--- config.mk ---
export PLATFORM = sky130hd
export DESIGN_NAME = ras_predictor
export DESIGN_NICKNAME = d
export VERILOG_FILES = /design/src/rtl/ras_pkg.sv /design/src/rtl/ras_decode.sv /design/src/rtl/ras_stack.sv /design/src/rtl/ras_hold.sv /design/src/rtl/ras_predictor.sv
export SDC_FILE = /design/constraint.sdc
export NUM_CORES = 1
export LEC_CHECK = 0
export ABC_AREA = 0
export CAP_MARGIN = 20
export CELL_PAD_IN_SITES_DETAIL_PLACEMENT = 0
export CELL_PAD_IN_SITES_GLOBAL_PLACEMENT = 1
export CORE_ASPECT_RATIO = 0.75
export CORE_UTILIZATION = 35
export DETAILED_ROUTE_END_ITERATION = 7
export GPL_ROUTABILITY_DRIVEN = 0
export PLACE_DENSITY_LB_ADDON = 0.1
export SLEW_MARGIN = 30
export SYNTH_ARGS = -nofsm -noshare
export SYNTH_HDL_FRONTEND = slang
export SYNTH_SLANG_ARGS = --single-unit
--- constraint.sdc ---
create_clock -name clk_i -period 1.4 [get_ports clk_i]
set_input_delay 0.28 -clock clk_i [delete_from_list [all_inputs] [get_ports clk_i]]
set_output_delay 0.28 -clock clk_i [all_outputs]
set_load 0.05 [all_outputs]
--- src/rtl/ras_pkg.sv ---
package ras_pkg;
  localparam logic [4:0] REG_RA   = 5'd1;
  localparam logic [4:0] REG_T0   = 5'd5;
  localparam logic [6:0] OP_JAL   = 7'b1101111;
  localparam logic [6:0] OP_JALR  = 7'b1100111;

  typedef struct packed {
    logic is_call;
    logic is_ret;
  } ctl_class_t;

  function automatic logic is_link(input logic [4:0] r);
    return (r == REG_RA) || (r == REG_T0);
  endfunction
endpackage

--- src/rtl/ras_decode.sv ---
module ras_decode
  import ras_pkg::*;
(
  input  logic [31:0] instr_i,
  input  logic        compressed_i,
  output ctl_class_t  cls_o
);
  logic [4:0] rd, rs1, c_reg;
  logic       jal_w, jalr_w, c_jal, c_regjump, c_link;

  assign rd     = instr_i[11:7];
  assign rs1    = instr_i[19:15];
  assign c_reg  = instr_i[11:7];
  assign jal_w  = (instr_i[6:0] == OP_JAL);
  assign jalr_w = (instr_i[6:0] == OP_JALR) && (instr_i[14:12] == 3'b000);

  assign c_jal     = (instr_i[1:0] == 2'b01) && (instr_i[15:13] == 3'b001);
  assign c_regjump = (instr_i[1:0] == 2'b10) && (instr_i[15:13] == 3'b100) &&
                     (instr_i[6:2] == 5'd0) && (c_reg != 5'd0);
  assign c_link    = c_regjump && instr_i[12];

  always_comb begin
    cls_o = '0;
    if (compressed_i) begin
      // compressed returns skip the rs1 != rd test
      cls_o.is_ret  = c_regjump && is_link(c_reg);
      cls_o.is_call = c_jal || c_link;
    end else begin
      cls_o.is_ret  = jalr_w && is_link(rs1) && (rs1 != rd);
      cls_o.is_call = (jal_w || jalr_w) && is_link(rd);
    end
  end
endmodule

--- src/rtl/ras_stack.sv ---
module ras_stack #(
  parameter int XLEN = 32,
  parameter int LIVE = 1,
  localparam int CW  = $clog2(LIVE + 1)
) (
  input  logic            clk_i,
  input  logic            rst_ni,
  input  logic            pop_i,
  input  logic            push_i,
  input  logic [XLEN-1:0] push_addr_i,
  output logic            pop_hit_o,
  output logic [XLEN-1:0] top_o,
  output logic [CW-1:0]   count_o
);
  localparam logic [CW-1:0] FULL = CW'(LIVE);

  logic [XLEN-1:0] ent_q [LIVE];
  logic [CW-1:0]   count_q, cnt_popped, cnt_next;

  assign pop_hit_o = pop_i && (count_q != '0);
  assign top_o     = ent_q[0];
  assign count_o   = count_q;

  always_comb begin
    cnt_popped = pop_hit_o ? count_q - CW'(1) : count_q;
    cnt_next   = cnt_popped;
    if (push_i && (cnt_popped != FULL)) cnt_next = cnt_popped + CW'(1);
  end

  always_ff @(posedge clk_i or negedge rst_ni) begin
    if (!rst_ni) count_q <= '0;
    else         count_q <= cnt_next;
  end

  for (genvar g = 0; g < LIVE; g++) begin : g_ent
    logic [XLEN-1:0] from_newer, from_older;
    if (g == 0) begin : g_head
      assign from_newer = push_addr_i;
    end else begin : g_body
      assign from_newer = ent_q[g-1];
    end
    if (g == LIVE - 1) begin : g_tail
      assign from_older = '0;
    end else begin : g_mid
      assign from_older = ent_q[g+1];
    end

    always_ff @(posedge clk_i or negedge rst_ni) begin
      if (!rst_ni) begin
        ent_q[g] <= '0;
      end else if (push_i && pop_i) begin
        // pop then push: only the top slot is replaced
        if (g == 0) ent_q[g] <= push_addr_i;
      end else if (push_i) begin
        ent_q[g] <= from_newer;   // oldest falls off the tail
      end else if (pop_hit_o) begin
        ent_q[g] <= from_older;
      end
    end
  end
endmodule

--- src/rtl/ras_hold.sv ---
module ras_hold #(
  parameter int XLEN = 32
) (
  input  logic            clk_i,
  input  logic            rst_ni,
  input  logic            pop_i,
  input  logic            pop_hit_i,
  input  logic [XLEN-1:0] pop_data_i,
  output logic            valid_o,
  output logic [XLEN-1:0] data_o
);
  always_ff @(posedge clk_i or negedge rst_ni) begin
    if (!rst_ni) begin
      valid_o <= 1'b0;
      data_o  <= '0;
    end else if (pop_i) begin
      valid_o <= pop_hit_i;
      data_o  <= pop_hit_i ? pop_data_i : '0;
    end
  end
endmodule

--- src/rtl/ras_predictor.sv ---
module ras_predictor
  import ras_pkg::*;
#(
  parameter int XLEN  = 32,
  parameter int DEPTH = 2
) (
  input  logic            clk_i,
  input  logic            rst_ni,
  input  logic            issue_valid_i,
  input  logic [31:0]     instr_i,
  input  logic [XLEN-1:0] pc_i,
  input  logic            compressed_i,
  output logic            pred_valid_o,
  output logic [XLEN-1:0] pred_target_o
);
  localparam int LIVE = DEPTH - 1;
  localparam int CW   = $clog2(LIVE + 1);

  ctl_class_t      cls;
  logic            dec_call, dec_ret, do_pop, do_push, pop_hit;
  logic [XLEN-1:0] next_pc, stk_top;
  logic [CW-1:0]   stk_count;

  ras_decode u_dec (
    .instr_i      (instr_i),
    .compressed_i (compressed_i),
    .cls_o        (cls)
  );

  assign dec_call = cls.is_call;
  assign dec_ret  = cls.is_ret;
  assign do_pop   = issue_valid_i && dec_ret;
  assign do_push  = issue_valid_i && dec_call;
  assign next_pc  = pc_i + (compressed_i ? XLEN'(2) : XLEN'(4));

  ras_stack #(.XLEN(XLEN), .LIVE(LIVE)) u_stk (
    .clk_i       (clk_i),
    .rst_ni      (rst_ni),
    .pop_i       (do_pop),
    .push_i      (do_push),
    .push_addr_i (next_pc),
    .pop_hit_o   (pop_hit),
    .top_o       (stk_top),
    .count_o     (stk_count)
  );

  ras_hold #(.XLEN(XLEN)) u_hold (
    .clk_i      (clk_i),
    .rst_ni     (rst_ni),
    .pop_i      (do_pop),
    .pop_hit_i  (pop_hit),
    .pop_data_i (stk_top),
    .valid_o    (pred_valid_o),
    .data_o     (pred_target_o)
  );
endmodule

# == Yosys cells after proc, flatten, opt, wreduce, memory -nomap -nowiden ==
# Index checks and enable logic that the tools add are counted.
# classes
n_addsub,3
eq_ne,11
mux,8
bitwise,1
n_reduce_logical,23
# op_table
op,count
two-way mux 32 bit,4
adder 32 x 3 -> 32 bit,1
logical AND 1 bit,15
"equality test 7 bit, second input constant",2
"equality test 5 x 1 -> 1 bit, second input constant",2
"equality test 5 x 3 -> 1 bit, second input constant",2
zero test 5 bit,1
inequality test 5 bit,1
nonzero test 5 bit,1
logical OR 1 bit,4
"equality test 3 x 1 -> 1 bit, second input constant",1
"equality test 3 bit, second input constant",1
zero test 3 bit,1
two-way mux 3 bit,1
nonzero test 3 bit,1
"equality test 2 x 1 -> 1 bit, second input constant",1
"equality test 2 bit, second input constant",1
two-way mux 1 bit,2
two-way mux 2 bit,1
"adder 1 bit, second input constant",1
inverter 1 bit,1
"subtractor 1 bit, second input constant",1
# word_totals
reg_bits,66
inputBits,68
output_inout_bits,33
wordCells,50

# == Logic depth before layout (Yosys ltp) ==
# Gate-level depths: netlist of the first run.
# logic_depth
depth_word,13
ltp_mapped,7
depth_no_buf,7

# == By module ==
# Synthesis of the first run repeated with hierarchy kept, for this count alone.
# hier_totals
hier_cells,396
hier_area_um2,3799.9
# by_module_without_submodules
module,instances,cells_each,area_per_inst_um2,seq_area_each_um2
ras_stack,1,143,1571.5,825.8
ras_hold,1,141,1370.1,825.8
ras_predictor,1,92,693.2,0.0
ras_decode,1,20,165.2,0.0

# == Worst setup path after synthesis of the first run ==
# Ideal clock, no wire load.
# synth_path
kind,input to register
start,in instr_i[13]
end,reg u_stk.ent_q (netlist bit u_stk.top_o[10])
setup_time_ns,0.079
arrival_ns,2.017
required_ns,1.321
path_slack_ns,-0.696
stages,6
n_path_buf,1
cell_sequence,or3_1 nor4_4 o311ai_2 a221oi_4 buf_8 mux2i_1
# synth_between
elab_chain_len,10
elab_cells_between_ends,23
classes_between,eq/ne (2); mux (3); reduce/logical (18)
# synth_rtl
item,line,text
"start, declared",ras_predictor.sv:10,"input logic [31:0] instr_i,"
equality test 3 bit,ras_decode.sv:18,assign c_regjump = (instr_i[1:0] == 2'b10) && (instr_i[15:13] == 3'b100) &&
logical AND 1 bit (2 in a row),ras_decode.sv:18,
logical AND 1 bit,ras_decode.sv:19,(instr_i[6:2] == 5'd0) && (c_reg != 5'd0);
logical AND 1 bit,ras_decode.sv:20,assign c_link = c_regjump && instr_i[12];
logical OR 1 bit,ras_decode.sv:27,cls_o.is_call = c_jal || c_link;
two-way mux 2 bit (*),ras_decode.sv:24,if (compressed_i) begin
logical AND 1 bit,ras_predictor.sv:33,assign do_push = issue_valid_i && dec_call;
two-way mux 32 bit / logical AND 1 bit (equally long branches),"ras_stack.sv:54, ras_stack.sv:51",
two-way mux 32 bit / nonzero test 3 bit (equally long branches),-,
"end signal, assigned by index",ras_stack.sv:53,if (g == 0) ent_q[g] <= push_addr_i;
"end signal, assigned by index",ras_stack.sv:55,ent_q[g] <= from_newer;
"end signal, assigned by index",ras_stack.sv:57,ent_q[g] <= from_older;
"end, declared",ras_stack.sv:17,logic [XLEN-1:0] ent_q [LIVE];
# Every way passes the cells marked *; elsewhere a longest branch is shown, timed or not.
# A chain may end at the register's enable or synchronous reset.

# == Worst setup path after layout of the first run ==
# layout_path
start,in instr_i[2]
end,reg u_stk.ent_q (netlist bit u_stk.top_o[16])
# layout_between
elab_chain_len,9
elab_cells_between_ends,21
classes_between,eq/ne (2); mux (3); reduce/logical (16)
# layout_rtl
item,line
zero test 5 bit,ras_decode.sv:19
logical AND 1 bit,ras_decode.sv:18
logical AND 1 bit,ras_decode.sv:19
logical AND 1 bit,ras_decode.sv:20
logical OR 1 bit,ras_decode.sv:27
two-way mux 2 bit (*),ras_decode.sv:24
logical AND 1 bit,ras_predictor.sv:33
two-way mux 32 bit / logical AND 1 bit (equally long branches),"ras_stack.sv:54, ras_stack.sv:51"
two-way mux 32 bit / nonzero test 3 bit (equally long branches),-
# Marked as above.

==> results.md, run 1 <==
- Clk_lat worst skew: 330 ps
- CTS tree: done
- Final cell count without fillers: 667
- # DRC: 0
- Syn. warnings: 0
- Initial Util: 0.363
- Hold Crit Depth: 4
- Port Buffers: 88
- Final #Nets: 601
- Clock Path Buffers: 2
- Most common cell in the netlist: o21ai_0
- RSZ-0062 raised after global routing: yes
- MaxCap Viol Count: 0
- Worst hold margin: 390 ps
- Syn_nets: 441
- Final worst path period share: 1.36
- Most frequent cells after synthesis: o21ai_0, dfrtp_1, nand2_1
- Number of detailed-route iterations in the first pass: 4
- Routed Antenna Nets: 0
- R2R Path End: u_stk.top_o[27]
- Synth top area cells: dfrtp_1, o21ai_0, mux2i_1
- Vias per cell: 5.17
- CTS H-Tree Depth: 3
- First-pass GRT wire length: 18.8 mm
- GR Overflow Total: 0
- Placed Area: 5330 µm²
- Largest net degree at the start of global routing: 34
- Die ar.: 10,500 µm²
- Finished Cell Area: 6520 µm²
- WS Path Type: primary input to register
- Cell Pwr Density: 891 nW/µm²
- Seq/Total Area, Yosys: 0.469
- Buf/Inv on CP: 3
- Root buf cell: clkbuf_16
- CP endpoint kind: register
- Max-slew headroom: 0.539
- CP top delay family: simple AND/OR/NAND/NOR gates
- Run status: finished, violations left
- Final setup fails: 66
- Number of synthesized flops with an enable pin: 0
- Via count: 3,451
- Worst setup SP type: primary input
- Fmax: 525 MHz
- Num CTS Buffers: 9
- Main flop type after synthesis: dfrtp_1
- Least-Margin Pin Slew: 691 ps
- Final worst slack: -503 ps
- Max incr delay on CP: 540 ps
- Synthesis-stage register bit count: 66
- Worst-path clk slew: 50 ps
- Min Tclk post-route: 1900 ps
- Hold Path Class: primary input to register
- Max VDD drop: 0.638 mV
- Final worst clock skew: 4.01 ps
- # IOs: 101
- Routed wire length: 12.0 mm
- Synth Instances: 370
- Slowest cell on crit path: or4b_4
- Leak Pwr: 2.83 nW
- Synthesized area: 3520 µm²
- Core area: 9700 µm²
- DRT iter0 DRCs: 199
- Final hold vios: 0
- Vias in the first global route: 3,527
- GRT Resource Usage Total: 0.242
- Max Slew Vio Count: 0
- Cell row count: 31
- Hpwl dp: 6.90 mm
- Worst-path cell chain: buf_6 -> or4b_4 -> nor4_4 -> o311ai_4 -> a221oi_4 -> buf_6 -> buf_12 -> mux2i_1
- Worst R2R Setup Slack: 280 ps
- Worst Hold End: u_stk.top_o[1]
- Wirelength per Cell: 18.0 µm
- # diodes: 0
- Layout cells sized above 1: 0.421
- Area growth, synth to finish: 85.1%
- Failing checks: setup timing
- WP data arrival: 2150 ps
- Die Wd: 118 µm
- # clock sinks: 66
- CP dominant cell by count: buf_6
- R2r worst-path depth: 4
- CP Data Required Time: 1650 ps
- Dpl ws: -1230 ps
- Die Y-Extent: 88.9 µm
- Fraction of registers with async set/reset: 1.00
- Synthesized area per cell: 9.52 µm²
- Antenna violations before repair: 0
- Placed cell count: 629
- Reg-to-reg startpoint: u_stk.count_o
- Top cell type's share of synthesized area: 0.469
- Largest area contributor in the netlist: dfrtp_1
- CP max FO: 5
- Hold_sp: pc_i[1]
- Setup TNS: -26,430 ps
- Library cells used by synthesis: 33
[routing by layer]
layer	vias to the layer above	routed length [µm]	track usage
met2	93	5890	0.401
met5	-	0	0
met4	0	268	0.0676
met3	18	724	0.0767
li1	1642	-	-
met1	1698	5160	0.307
[worst register-to-register path: stages, from the launching register on]
cell and delay [ps]:
dfrtp_1 380, nand2_1 120, buf_12 190, o21ai_0 200
mux2i_1 100
[flip-flops by register name (all words and copies together), names as in the netlist]
signal and flops:
u_stk.count_o 1, u_hold.data_o 32, u_stk.top_o 32, u_hold.valid_o 1
[cells by family (layout without fill, tap and decap cells)]
family / count (synthesis) / after routing / synth area share
flops: 66 / 66 / 0.469
compound gates: 105 / 105 / 0.161
mux: 32 / 32 / 0.0909
fa+ha+maj: 3 / 3 / 0.0128
buf+inv: 32 / 197 / 0.0437
xor+xnor: 30 / 30 / 0.0746
simple gates: 102 / 102 / 0.148
[where the power goes]
| part | switching, mW | total [mW] | internal, mW | leakage [nW] |
|---|---|---|---|---|
| Clock | 0.821 | 2.65 | 1.83 | 0.176 |
| Sequential | 0.104 | 2.21 | 2.10 | 0.848 |
| Combinational | 0.480 | 0.954 | 0.474 | 1.81 |
[layout by cell type, fill, tap and decap left out, types with 3 or more instances in the layout]
cell,count
dfrtp_1,66
buf_4,55
buf_12,47
nand2_1,46
o21ai_2,46
clkdlybuf4s50_1,35
mux2i_1,32
o21ai_0,28
xnor2_1,22
o21ai_1,19
buf_6,14
clkbuf_16,9
nand3_1,8
nor2_1,8
xor2_1,8
inv_1,6
nand4_1,6
o21ai_4,6
dlymetal6s2s_1,6
nor4_4,5
nor3_2,4
and3_1,3
and4_1,3
nor3_4,3
bufinv_16,3
buf_16,3
dlygate4sd2_1,3
clkbuf_2,3
buf_8,3
[area by class of cell]
type,count,area [µm²]
timing repair buffer,174,2150
tap,132,165
inverter,7,26.3
sequential,66,1650
fill,761,3180
multi-input combinational,272,2180
clock buffer,11,253
clock inverter,5,100
[worst max-delay path by stage]
stage                    start               to  cells after the start
global placement    instr_i[0]  u_stk.top_o[15]                      7
global route        instr_i[2]   u_stk.top_o[1]                      8
CTS                 instr_i[0]  u_stk.top_o[13]                      9
detailed placement  instr_i[0]  u_stk.top_o[15]                      7
floorplan           instr_i[0]  u_stk.top_o[10]                      6
finish              instr_i[2]  u_stk.top_o[16]                      8
[per-stage QoR]
step,power (mW),utilization
floorplan,2.61,-
global placement,3.05,0.550
detailed placement,3.07,0.550
CTS,5.81,0.660
global route,6.07,0.672
finish,5.81,0.672
[timing repair]
action | 4_1_cts | 5_1_grt
gates resized for setup | 108 | 77
buffers inserted | 15 | 7
hold endpoints to repair | 12 | 0
hold buffers | 1 | 0
cloned | 12 | 0
pin swaps | 20 | 15
endpoints found under the setup margin | 66 | 66
Power figures use the tool's default switching activity.
==> inputs of run 2 (changes only) <==
--- a/config.mk
+++ b/config.mk
@@ -5,7 +5,6 @@
 export SDC_FILE = /design/constraint.sdc
 export NUM_CORES = 1
 export LEC_CHECK = 0
-export ABC_AREA = 0
 export CAP_MARGIN = 20
 export CELL_PAD_IN_SITES_DETAIL_PLACEMENT = 0
 export CELL_PAD_IN_SITES_GLOBAL_PLACEMENT = 1
==> results of run 2 <==
Same layout as run 1: the final DEF is identical, and so are final timing and power.
